### config.mk
export PLATFORM = sky130hd
export DESIGN_NAME = serial_cfg_port
export DESIGN_NICKNAME = d
export VERILOG_FILES = /design/src/rtl/cfgport_pkg.sv /design/src/rtl/cfgport_sync.sv /design/src/rtl/cfgport_regbank.sv /design/src/rtl/cfgport_engine.sv /design/src/rtl/serial_cfg_port.sv
export SDC_FILE = /design/constraint.sdc
export NUM_CORES = 1
export LEC_CHECK = 0
export BUFFER_PORTS_ARGS = -buffer_cell sky130_fd_sc_hd__buf_4
export CAP_MARGIN = 0
export CORE_MARGIN = 1
export CORE_UTILIZATION = 56
export CTS_CLUSTER_SIZE = 12
export DETAILED_ROUTE_END_ITERATION = 6
export PLACE_DENSITY = 0.82
export REMOVE_ABC_BUFFERS = 1
export SLEW_MARGIN = 20
export SYNTH_ARGS = -nofsm -noshare
export SYNTH_HDL_FRONTEND = slang
export SYNTH_SLANG_ARGS = --single-unit
### constraint.sdc
create_clock -name clk -period 3.5 [get_ports clk]
set_input_delay 0.7 -clock clk [delete_from_list [all_inputs] [get_ports clk]]
set_output_delay 0.7 -clock clk [all_outputs]
set_load 0.05 [all_outputs]
### src/rtl/cfgport_pkg.sv
package cfgport_pkg;
  localparam int NREG      = 32;
  localparam int DW        = 8;
  localparam int AW        = $clog2(NREG);
  localparam int BW        = $clog2(DW);
  localparam int ORDER_BIT = 6;
  localparam int SWRST_BIT = 5;
  localparam int RW_BIT    = DW - 1;
  localparam int CNT_LSB   = AW;

  typedef enum logic {PH_INSTR, PH_DATA} phase_e;

  function automatic logic [NREG*DW-1:0] default_table();
    logic [NREG*DW-1:0] t;
    t = '0;
    for (int i = 1; i < NREG; i++) begin
      t[i*DW +: DW] = DW'((37 * i + 11) % 256);
    end
    return t;
  endfunction
endpackage

### src/rtl/cfgport_sync.sv
module cfgport_sync #(
  parameter int W = 4,
  parameter int STAGES = 2,
  parameter logic [W-1:0] RST_VAL = '0
) (
  input  logic         clk,
  input  logic         rst_n,
  input  logic [W-1:0] d,
  output logic [W-1:0] level
);
  logic [W-1:0] st [STAGES];

  always_ff @(posedge clk or negedge rst_n) begin
    if (!rst_n) begin
      for (int k = 0; k < STAGES; k++) st[k] <= RST_VAL;
    end else begin
      st[0] <= d;
      for (int k = 1; k < STAGES; k++) st[k] <= st[k-1];
    end
  end

  assign level = st[STAGES-1];
endmodule

### src/rtl/cfgport_regbank.sv
module cfgport_regbank
  import cfgport_pkg::*;
#(
  parameter int NR = NREG,
  parameter int DWID = DW,
  parameter int AWID = $clog2(NR),
  parameter logic [NR*DWID-1:0] DEFAULTS = '0
) (
  input  logic               clk,
  input  logic               rst_n,
  input  logic               wr_en,
  input  logic [AWID-1:0]    wr_addr,
  input  logic [DWID-1:0]    wr_data,
  input  logic [AWID-1:0]    rd_addr,
  output logic [DWID-1:0]    rd_data,
  output logic [NR*DWID-1:0] flat_q
);
  logic [DWID-1:0] regs [NR];

  always_ff @(posedge clk or negedge rst_n) begin
    if (!rst_n) begin
      regs[0] <= '0;
      for (int k = 1; k < NR; k++) regs[k] <= DEFAULTS[k*DWID +: DWID];
    end else if (wr_en) begin
      if (wr_addr == '0) begin
        regs[0] <= wr_data;
        if (wr_data[SWRST_BIT]) begin
          for (int k = 1; k < NR; k++) regs[k] <= DEFAULTS[k*DWID +: DWID];
        end
      end else begin
        regs[wr_addr] <= wr_data;
      end
    end
  end

  assign rd_data = regs[rd_addr];

  for (genvar g = 0; g < NR; g++) begin : g_flat
    assign flat_q[g*DWID +: DWID] = regs[g];
  end

  assert_swrst_defaults_R9: assert property (@(posedge clk) disable iff (!rst_n)
    (wr_en && wr_addr == '0 && wr_data[SWRST_BIT]) |=>
      (regs[1] == DEFAULTS[DWID +: DWID] &&
       regs[NR-1] == DEFAULTS[(NR-1)*DWID +: DWID] &&
       regs[0] == $past(wr_data)));
endmodule

### src/rtl/cfgport_engine.sv
module cfgport_engine
  import cfgport_pkg::*;
(
  input  logic          clk,
  input  logic          rst_n,
  input  logic          sclk_lvl,
  input  logic          cs_n_lvl,
  input  logic          prst_lvl,
  input  logic          din,
  input  logic          lsb_first,
  input  logic [DW-1:0] rd_byte,
  output logic          wr_en,
  output logic [AW-1:0] wr_addr,
  output logic [DW-1:0] wr_data,
  output logic [AW-1:0] rd_addr,
  output logic          sdio_o,
  output logic          sdio_oe
);
  phase_e        phase_q;
  logic [BW-1:0] bit_q;
  logic [DW-1:0] sh_q;
  logic          rw_q;
  logic [1:0]    left_q;
  logic [AW-1:0] addr_q;
  logic          sdo_q;
  logic          oe_q;
  logic          sclk_prev;

  logic          sclk_rise, sclk_fall, active, last_bit, byte_done, lsb_eff;
  logic [DW-1:0] nxt_sh;
  logic [AW-1:0] addr_step;
  logic [BW-1:0] out_idx;

  assign sclk_rise = sclk_lvl & ~sclk_prev;
  assign sclk_fall = ~sclk_lvl & sclk_prev;
  assign active    = ~cs_n_lvl & ~prst_lvl;
  assign last_bit  = (bit_q == BW'(DW - 1));
  assign byte_done = active & sclk_rise & last_bit;
  assign nxt_sh    = lsb_first ? {din, sh_q[DW-1:1]} : {sh_q[DW-2:0], din};

  assign wr_en   = byte_done && (phase_q == PH_DATA) && !rw_q;
  assign wr_addr = addr_q;
  assign wr_data = nxt_sh;
  assign rd_addr = addr_q;

  assign lsb_eff   = (wr_en && addr_q == '0) ? nxt_sh[ORDER_BIT] : lsb_first;
  assign addr_step = lsb_eff ? addr_q + 1'b1 : addr_q - 1'b1;
  assign out_idx   = lsb_first ? bit_q : BW'(DW - 1) - bit_q;

  always_ff @(posedge clk or negedge rst_n) begin
    if (!rst_n) begin
      phase_q   <= PH_INSTR;
      bit_q     <= '0;
      sh_q      <= '0;
      rw_q      <= 1'b0;
      left_q    <= '0;
      addr_q    <= '0;
      sdo_q     <= 1'b0;
      oe_q      <= 1'b0;
      sclk_prev <= 1'b0;
    end else begin
      sclk_prev <= sclk_lvl;
      oe_q      <= active && (phase_q == PH_DATA) && rw_q;
      if (!active) begin
        phase_q <= PH_INSTR;
        bit_q   <= '0;
      end else if (sclk_rise) begin
        bit_q <= bit_q + 1'b1;
        sh_q  <= nxt_sh;
        if (last_bit) begin
          if (phase_q == PH_INSTR) begin
            rw_q    <= nxt_sh[RW_BIT];
            left_q  <= nxt_sh[CNT_LSB +: 2];
            addr_q  <= nxt_sh[AW-1:0];
            phase_q <= PH_DATA;
          end else begin
            addr_q <= addr_step;
            if (left_q == 2'd0) phase_q <= PH_INSTR;
            else                left_q  <= left_q - 1'b1;
          end
        end
      end else if (sclk_fall && phase_q == PH_DATA && rw_q) begin
        sdo_q <= rd_byte[out_idx];
      end
    end
  end

  assign sdio_o  = sdo_q;
  assign sdio_oe = oe_q;

  assert_addr_step_R6: assert property (@(posedge clk) disable iff (!rst_n)
    (wr_en && wr_addr != '0) |=>
      (addr_q == ($past(lsb_first) ? AW'($past(addr_q) + 1'b1) : AW'($past(addr_q) - 1'b1))));

  assert_hiz_deselect_R4: assert property (@(posedge clk) disable iff (!rst_n)
    cs_n_lvl |=> !sdio_oe);

  assert_launch_on_fall_R3: assert property (@(posedge clk) disable iff (!rst_n)
    !$past(sclk_fall) |-> $stable(sdo_q));

  assert_bits_cleared_R4: assert property (@(posedge clk) disable iff (!rst_n)
    cs_n_lvl |=> (bit_q == '0 && phase_q == PH_INSTR));
endmodule

### src/rtl/serial_cfg_port.sv
module serial_cfg_port
  import cfgport_pkg::*;
#(
  parameter int NR = NREG,
  parameter int DWID = DW,
  parameter int SYNC_STAGES = 2,
  parameter logic [NR*DWID-1:0] DEFAULTS = default_table()
) (
  input  logic               clk,
  input  logic               rst_n,
  input  logic               sclk,
  input  logic               cs_n,
  input  logic               port_rst,
  input  logic               sdio_i,
  output logic               sdio_o,
  output logic               sdio_oe,
  output logic [NR*DWID-1:0] cfg_q
);
  localparam int AWID = $clog2(NR);
  localparam int NSIG = 4;

  logic [NSIG-1:0] pins_s;
  logic            wr_en;
  logic [AWID-1:0] wr_addr, rd_addr;
  logic [DWID-1:0] wr_data, rd_byte;

  cfgport_sync #(.W(NSIG), .STAGES(SYNC_STAGES), .RST_VAL(4'b0010)) u_sync (
    .clk   (clk),
    .rst_n (rst_n),
    .d     ({sdio_i, port_rst, cs_n, sclk}),
    .level (pins_s)
  );

  cfgport_engine u_engine (
    .clk       (clk),
    .rst_n     (rst_n),
    .sclk_lvl  (pins_s[0]),
    .cs_n_lvl  (pins_s[1]),
    .prst_lvl  (pins_s[2]),
    .din       (pins_s[3]),
    .lsb_first (cfg_q[ORDER_BIT]),
    .rd_byte   (rd_byte),
    .wr_en     (wr_en),
    .wr_addr   (wr_addr),
    .wr_data   (wr_data),
    .rd_addr   (rd_addr),
    .sdio_o    (sdio_o),
    .sdio_oe   (sdio_oe)
  );

  cfgport_regbank #(.NR(NR), .DWID(DWID), .DEFAULTS(DEFAULTS)) u_bank (
    .clk     (clk),
    .rst_n   (rst_n),
    .wr_en   (wr_en),
    .wr_addr (wr_addr),
    .wr_data (wr_data),
    .rd_addr (rd_addr),
    .rd_data (rd_byte),
    .flat_q  (cfg_q)
  );

  assert_no_write_in_reset_R8: assert property (@(posedge clk) disable iff (!rst_n)
    pins_s[2] |-> !wr_en);

  assert_no_write_deselected_R4: assert property (@(posedge clk) disable iff (!rst_n)
    pins_s[1] |-> !wr_en);
endmodule

After elaboration in Yosys (flattened, before gate mapping):

Index checks and enable logic that the tools add are counted.
Widths: inputs -> output; s select.

* div/mod/pow operators: 0
* mux-type cells: 24
* order comparisons: 3
* shift-type cells: 0
* reduce and logical (&&, ||, !) cells: 18
* bitwise gates (word level): 12
* eq/ne operators: 5
* add/subtract/negate cells: 5
* multiply operators: 0

Operators with widths (number)
* $bwmux 256: 1
* $mux 256: 1
* $mux 248: 1
* $bmux 8 s5: 1
* $demux 8 s5: 1
* $mux 8: 4
* $mux 5: 2
* $mux 3: 3
* $logic_and 1x1->1: 8
* $reduce_and 4->1: 2
* $mux 1: 7
* $ge 6x6->1 const B: 1
* $lt 6x1->1 const B: 1
* $not 1->1: 6
* $not 5->6: 1
* $reduce_and 2->1: 3
* $reduce_and 3->1: 2
* $add 5x1->5 const B: 1
* $and 1x1->1: 5
* $logic_not 5->1: 1
* $sub 5x1->5 const B: 1
* $lt 3x4->1 const B: 1
* $mux 2: 2
* $ne 2x1->1 const B: 2
* 8 further kinds: 9

* register bits after elaboration: 287
* output and inout bits: 258
* ROM bits: 0
* RAM bits: 0
* word-level logic and storage cells: 110
* memories kept: 0
* bits of input ports: 6
* bits in latches: 0

Longest topological paths before layout:

Gate-level depths: netlist (run 1).

* depth after elaboration: 10
* gate-level depth with buffers: 12
* mapped depth without buffers: 12

By module:

Synthesis (run 1) repeated with hierarchy kept, for this count alone.

* cells, all modules: 1358
* area, all modules: 14657.8 um2

Modules (own cells, without submodules)
* cfgport_regbank: sequential area each 6558.8 um2, area an instance 12809.8 um2, cells each 1165, times used 1
* cfgport_engine: sequential area each 575.6 um2, area an instance 1615.3 um2, cells each 181, times used 1
* cfgport_sync: sequential area each 202.7 um2, area an instance 232.7 um2, cells each 12, times used 1

Least setup slack after synthesis (run 1):

No wires, ideal clock.

* path type: flip-flop to flip-flop
* start: register u_sync.st, in the netlist u_sync.level[2]
* end: register u_engine.addr_q[4] (netlist: u_engine.rd_addr[4])
* clock period less this slack: 2.662 ns
* data required time: 3.363 ns
* path buffers: 1
* data arrival time: 2.525 ns
* setup time: 0.137 ns
* path slack: 0.838 ns
* stages on the path, launching flop included: 11
* path through: dfrtp_1 > or4b_1 > buf_2 > o41ai_4 > o21a_4 > xor2_1 > ha_1 > inv_1 > o31ai_2 > mux2i_1 > a21oi_1

* cells in the longest elaborated chain, start to end: 10
* elaborated cells on any way between the ends: 11
* those cells by class: mux: 3; bitwise: 4; reduce/logical: 4

RTL lines
* from (decl): line cfgport_sync.sv:11 `logic [W-1:0] st [STAGES];`
* $not 1->1 (*): line cfgport_engine.sv:36 `assign active = ~cs_n_lvl & ~prst_lvl;`
* $and 1x1->1 (*): line cfgport_engine.sv:36
* $and 1x1->1 (2 in a row): line cfgport_engine.sv:38 `assign byte_done = active & sclk_rise & last_bit;`
* $logic_and 1x1->1 (2 in a row): line cfgport_engine.sv:41 `assign wr_en = byte_done && (phase_q == PH_DATA) && !rw_q;`
* $logic_and 1x1->1: line cfgport_engine.sv:46 `assign lsb_eff = (wr_en && addr_q == '0) ? nxt_sh[ORDER_BIT] : lsb_first;`
* $mux 1: line cfgport_engine.sv:46
* $mux 5: line cfgport_engine.sv:47 `assign addr_step = lsb_eff ? addr_q + 1'b1 : addr_q - 1'b1;`
* $mux 5: line cfgport_engine.sv:71 `if (phase_q == PH_INSTR) begin`
* to (signal assigned): line cfgport_engine.sv:74 `addr_q <= nxt_sh[AW-1:0];`
* to (signal assigned): line cfgport_engine.sv:77 `addr_q <= addr_step;`
* to (decl): line cfgport_engine.sv:24 `logic [AW-1:0] addr_q;`

Mark *: on every way between the ends. The rest lies on a longest branch, timed or not.
A chain may end at the register's enable or synchronous reset.

Worst setup path in the final report (run 1):

* start: register u_engine.bit_q[1]
* end: register u_bank.regs, in the netlist u_bank.flat_q[189]

* cells in the longest elaborated chain, start to end: 5

RTL lines
* from (decl): line cfgport_engine.sv:20 `logic [BW-1:0] bit_q;`
* from (signal assigned): line cfgport_engine.sv:68 `bit_q <= bit_q + 1'b1;`
* $eq 3x3->1: line cfgport_engine.sv:37 `assign last_bit = (bit_q == BW'(DW - 1));`
* $and 1x1->1: line cfgport_engine.sv:38
* $logic_and 1x1->1 (2 in a row): line cfgport_engine.sv:41
* $reduce_and 2->1 (no line)
* to (signal, indexed assignment): line cfgport_regbank.sv:31 `regs[wr_addr] <= wr_data;`
* to (decl): line cfgport_regbank.sv:18 `logic [DWID-1:0] regs [NR];`

No other way between the ends.

==> reports/metrics.csv, run 1 <==
metric,value,unit
final WL,48840,um
CTS sink count,287,
Psw,1.461,mW
P&R area growth vs syn,24.20,%
first-pass GRT wire length,72130,um
Final Hold Fails,0,
post-CTS sizing,0,
Max Transition Viols Final,0,
Post-DP Area,16160,um^2
routability cong.,0.9672,
multi-input logic area,5867,um^2
start point of the critical path,u_engine.bit_q[1],
layout cells sized above 1,0.3792,
Sequential cell area,7345,um^2
"Reg clk slew, reported paths",0.06,ns
initial antenna violation count,2,
Finish-stage setup viols,0,
Fmax achieved,329.8,MHz
pwr/cell area,384.6,nW/um^2
Slew @ Worst Pin,1.107,ns
CTS tree,built,
Die Area,25160,um^2
"flops & latches, synth",287,
sequential share of power,0.513,
Max-Cap Viols,0,
Starting Density,0.5783,
fin crit share,0.8664,
worst min-delay path class,in2async,
Crit Path Class,reg2reg,
postcts setup bufs,0,
Iter 0 DRT Violations,1358,
Max rail drop VDD,0.3290,mV
fin area,17060,um^2
Crit. End Element,flop,
Comb power frac,0.030,
Row Count,56,
DP Wirelength,34460,um
final core occ,0.7183,
"EDFF count, synth",0,
all-layer global routing usage,0.3951,
Die Span Y,158.6,um
Cell variety after synth,68,
max_slew headroom,0.2590,
CTS hold repair buffers,0,
FF-to-FF setup slack,0.47,ns
Max Root-Sink Buffers,3,
total power,6.563,mW
CP endpoint,u_bank.flat_q[189],
Setup WS post-layout,0.4676,ns
DR WL/cell,26.80,um
Synth Instances,1225,
Core ar.,23750,um^2
synthesized cell area,13740,um^2
vias in the first global route,11620,
Crit Path Max Fanout,14,
largest net degree at the start of global routing,92,
Pint,5.102,mW
Sw Ratio,0.2226,
Die W,158.6,um
antenna violation net count after detailed routing,0,
clk_skew,0.02729,ns
Yosys warning total,0,
I/O pins,264,
drt pass-1 iters,5,
"Slowest-stage cell, CP",nor2_1,
Async SR Flop Fraction,1.000,
global route overflow,0,
worst r2r path cells,8,
fillers,1679,
cts bufs inserted,29,
"Net count, final",1490,
Port Buffers,263,
part of the power in the clock network,0.457,
static leakage,7.374,nW
Cells after DPL,1768,
crit path DAT,3.51,ns
CP Launch Type,flop,
RSZ-0062 raised after global routing,no,
Tmin final,3.032,ns
via count of the routed design,12030,
Vias/cell,6.600,
H-Tree Depth,1,
Syn Area/Cell,11.21,um^2
ys flop type,dfrtp_1,
worst skew pair latency,0.57,ns
FF-to-FF End,u_bank.flat_q[189],
CP Cell Sequence,ha_1 > ha_1 > and3b_1 > o211ai_4 > buf_4 > nor2_1 > buf_4 > a22o_1,
status,"finished, final reports clean",
"Largest stage delay, worst path",0.78,ns
diode count,0,
worst slack at placement,0.5725,ns
Root Buffer,clkbuf_16,
register area share after synthesis,0.5341,
FF-to-FF Start,u_engine.bit_q[1],
Critical Path RT,3.97,ns
DRC,0,
Finished Layout Cells,1822,
how the worst min path moves through the flow:
stage / to
6_report: u_bank.flat_q[8]
5_1_grt: u_bank.flat_q[0]
4_1_cts: u_bank.flat_q[6]
3_5_place_dp: u_sync.level[2]
3_3_place_gp: u_sync.level[3]
2_1_floorplan: u_sync.level[0]
cells by family (layout without fill, tap and decap cells):
family	after synthesis	after routing	share of synthesized area
AOI/OAI and AO/OA	376	376	0.1847
xor gates and xnor gates	4	4	0.002551
adders and majority gates	4	4	0.003643
buffers and inverters	114	392	0.03880
DFF	287	287	0.5341
muxes	112	112	0.1247
and+or+nand+nor	328	328	0.1115
power by group through the flow:
stage / Combinational [mW] / Clock [mW] / Sequential, mW
2_1_floorplan: 0.0574 / 0 / 3.42
4_1_cts: 0.194 / 3.00 / 3.37
3_5_place_dp: 0.193 / 0 / 3.42
5_1_grt: 0.212 / 3.14 / 3.37
3_3_place_gp: 0.190 / 0 / 3.42
6_report: 0.195 / 3.00 / 3.37
layout by cell type (no fill, tap or decap), drive strengths merged, types with 6 or more instances in the layout:
cell type and n:
buf 318, o21ai 190, dfrtp 163, nand2 154
dfstp 124, a22o 114, nor2 81, mux2i 53
clkbuf 52, mux4 46, inv 21, nand3 20
a21oi 17, mux2 13, o22ai 12, nor3 12
nand3b 11, a32oi 11, a22oi 8, nand2b 7
nor4 6
sequential cells by signal, summed over array words and instances, names as in the netlist:
signal / cells
u_bank.flat_q: 256
u_engine.bit_q: 3
u_engine.left_q: 2
u_engine.phase_q: 1
u_engine.rd_addr: 5
u_engine.rw_q: 1
u_engine.sclk_prev: 1
u_engine.sdio_o: 1
u_engine.sdio_oe: 1
u_engine.sh_q: 8
u_sync.level: 4
u_sync.st: 4
per-layer routing:
| layer | vias to the layer above | track usage | routed length (um) |
|---|---|---|---|
| met5 | - | 0 | 27 |
| met4 | 4 | 0.2024 | 2570 |
| met3 | 156 | 0.1048 | 6269 |
| met2 | 965 | 0.5865 | 21890 |
| met1 | 5877 | 0.5365 | 18080 |
| li1 | 5024 | - | - |
worst max-delay path, delay by kind of cell, from the launching register on:
family                     cells  cell delay (ns)
and+or+nand+nor                2             1.09
buffers and inverters          2             0.57
DFF                            1             0.52
adders and majority gates      2             0.48
AOI/OAI and AO/OA              2             0.29
cell type report:
type                    instances  share of cell area
repair buffers                318              0.1448
multi-input cells             824              0.3439
flip-flops and latches        287              0.4305
inverters                      20            0.004400
clock buffers                  52             0.05229
well taps                     319             0.02339
clock inverters                 2           0.0008067
cell usage after synthesis, drive strengths merged (6+ instances only):
cell type	count	area share
nor4	6	0.0027
mux2	13	0.011
clkbuf	29	0.0080
dfrtp	163	0.30
mux2i	53	0.039
nand2	154	0.042
inv	20	0.0055
nand3b	11	0.0060
nand2b	7	0.0032
a22oi	8	0.0044
a22o	114	0.073
a32oi	11	0.0070
nand3	20	0.0080
nor3	12	0.0047
nor2	81	0.023
o22ai	12	0.0055
o21ai	190	0.072
buf	65	0.025
dfstp	124	0.24
mux4	46	0.075
a21oi	17	0.0065
metrics by stage:
step | TNS (ns) | hold slack (ns)
after floorplan | -259.46 | 0.3312
after global placement | 0 | 0.3333
after CTS | 0 | 0.2014
after detailed placement | 0 | 0.3364
after global routing | 0 | 0.2319
final | 0 | 0.1831
(Power assumes the default switching activity.)
==> run 2: changes to the inputs <==
--- a/config.mk
+++ b/config.mk
@@ -5,14 +5,13 @@
 export SDC_FILE = /design/constraint.sdc
 export NUM_CORES = 1
 export LEC_CHECK = 0
-export BUFFER_PORTS_ARGS = -buffer_cell sky130_fd_sc_hd__buf_4
 export CAP_MARGIN = 0
 export CORE_MARGIN = 1
-export CORE_UTILIZATION = 56
+export CORE_UTILIZATION = 64
 export CTS_CLUSTER_SIZE = 12
 export DETAILED_ROUTE_END_ITERATION = 6
-export PLACE_DENSITY = 0.82
-export REMOVE_ABC_BUFFERS = 1
+export DONT_BUFFER_PORTS = 1
+export PLACE_DENSITY = 0.81
 export SLEW_MARGIN = 20
 export SYNTH_ARGS = -nofsm -noshare
 export SYNTH_HDL_FRONTEND = slang
==> reports/metrics.csv, run 2 (synthesis results as in run 1) <==
metric,value,unit,change
crit path DAT,3.50,ns,was 3.51 ns
clk_skew,0.02862,ns,was 0.02729 ns
max reg flops,256,,unchanged
Die Span Y,148.5,um,was 158.6 um
largest net degree at the start of global routing,288,,was 92
fin area,14980,um^2,"was 17,060 um^2"
"most common cell after layout, fill and taps aside",o21ai_0,,was buf_4
DR WL/cell,30.68,um,was 26.80 um
Tmin final,3.043,ns,was 3.032 ns
layout cells sized above 1,0.2492,,was 0.3792
most frequent cells in the layout,"o21ai_0, dfrtp_1, nand2_1",,"was buf_4, o21ai_0, dfrtp_1"
max_slew headroom,0.2369,,was 0.2590
status,"finished, violations left",,"was finished, final reports clean"
Starting Density,0.6535,,was 0.5783
H-Tree Depth,1,,unchanged
final core occ,0.7125,,was 0.7183
Vias/cell,7.304,,was 6.600
Cells after DPL,1459,,"was 1,768"
CTS tree,built,,unchanged
diode count,0,,unchanged
global route overflow,0,,unchanged
setup TNS,0,ns,unchanged
CTS sink count,287,,unchanged
cts bufs inserted,30,,was 29
fillers,1431,,"was 1,679"
post-CTS sizing,0,,unchanged
syn_nets,1235,,
final WL,46480,um,"was 48,840 um"
met1 Resource Use GR,0.5699,,was 0.5365
Root Buffer,clkbuf_16,,unchanged
"Net count, final",1226,,"was 1,490"
Slew @ Worst Pin,1.140,ns,was 1.107 ns
multi-input logic area,5867,um^2,unchanged
I/O pins,264,,unchanged
Port Buffers,0,,was 263
DRC,0,,unchanged
GR peak layer,met2,,unchanged
Sequential cell area,7346,um^2,was 7345 um^2
Crit Path Max Fanout,28,,was 14
total power,6.561,mW,was 6.563 mW
Max Root-Sink Buffers,3,,unchanged
Die Area,22050,um^2,"was 25,160 um^2"
P&R area growth vs syn,9.027,%,was 24.20%
GRT met3 Usage,0.1340,,was 0.1048
vias in the first global route,10640,,"was 11,620"
fin crit share,0.8695,,was 0.8664
routability cong.,0.9509,,was 0.9672
Fin Hold WS,-0.1457,ns,was 0.1831 ns
Crit. End Element,flop,,unchanged
start point of the critical path,u_engine.bit_q[1],,unchanged
pwr/cell area,438.1,nW/um^2,was 384.6 nW/um^2
DP Wirelength,32180,um,"was 34,460 um"
all-layer global routing usage,0.4233,,was 0.3951
Final Hold Fails,163,,was 0
antenna violation net count after detailed routing,0,,unchanged
Core ar.,21020,um^2,"was 23,750 um^2"
Max-Cap Viols,0,,unchanged
static leakage,5.927,nW,was 7.374 nW
Critical Path RT,3.96,ns,was 3.97 ns
Row Count,53,,was 56
worst min-delay path class,in2async,,unchanged
failing checks,hold timing,,
first-pass GRT wire length,68630,um,"was 72,130 um"
RSZ-0062 raised after global routing,no,,unchanged
"Reg clk slew, reported paths",0.07,ns,was 0.06 ns
Finish-stage setup viols,0,,unchanged
Max rail drop VDD,0.3475,mV,was 0.3290 mV
Max Transition Viols Final,0,,unchanged
Post-DP Area,14030,um^2,"was 16,160 um^2"
Iter 0 DRT Violations,1284,,"was 1,358"
worst skew pair latency,0.57,ns,about the same
met2 usage,0.6229,,was 0.5865
Die W,148.5,um,was 158.6 um
via count of the routed design,11070,,"was 12,030"
CP Launch Type,flop,,unchanged
Finished Layout Cells,1515,,"was 1,822"
initial antenna violation count,1,,was 2
FF-to-FF Start,u_engine.bit_q[1],,unchanged
drt pass-1 iters,6,,was 5
Crit Path Class,reg2reg,,unchanged
Fmax achieved,328.6,MHz,was 329.8 MHz
==> run 2: cell types whose count changed in the layout (fill, tap and decap cells not counted), sizes merged <==
cell      previous run  this run
buf                318        53
clkinv               1         3
clkinvlp             0         1
inv                 21        20
==> run 2: timing repair <==
item | in CTS | in global routing
endpoints found under the setup margin | 0 | 0
hold endpoints to repair | 163 | 163
buffers inserted | 0 | 0
==> run 2: final timing paths <==
kind | to | slack [ns] | depth (start not counted)
max | u_bank.flat_q[63] | 0.46 | 7
min | u_bank.flat_q[196] | -0.15 | 0
max reg2reg | u_bank.flat_q[63] | 0.46 | 7
min reg2reg | u_sync.level[3] | 0.35 | 0
max in group asynchronous | u_bank.flat_q[65] | 3.26 | 0
min in group clk | u_sync.st[5] | 0.15 | 0
==> run 2: through the flow <==
stage                     setup slack (ns)  hold slack, ns
final                               0.4569         -0.1457
after global routing                0.3013         -0.1437
after CTS                           0.4930         -0.1532
after detailed placement            0.5064          0.3347
after global placement              0.6681          0.3336
after floorplan                     0.8382          0.3312
==> run 2: power breakdown <==
group	total, mW	switching (mW)	internal (mW)
Sequential	3.37	0.0223	3.35
Clock	3.08	1.31	1.78
Combinational	0.109	0.0771	0.0321
Total	6.56	1.41	5.15
==> run 2: area by class of cell <==
type / count / share of cell area
clock buffer: 52 / 0.06174
inverter: 20 / 0.005013
multi-input combinational: 824 / 0.3917
timing repair buffer: 53 / 0.02657
clock inverter: 4 / 0.001504
tap: 275 / 0.02297
sequential: 287 / 0.4905
==> run 2: metal layers <==
metal	share of wire	vias to the layer above
met5	0	-
met4	0.054	0
met3	0.15	171
met2	0.44	901
met1	0.35	5496
li1	-	4497
==> run 2: critical path: stages, from the launching register on <==
cell     delay (ns)
dfrtp_1        0.49
ha_1           0.25
ha_1           0.22
and3b_1        0.29
nand3_2        0.12
nand2_2        0.59
o21ai_0        0.60
a22o_1         0.38
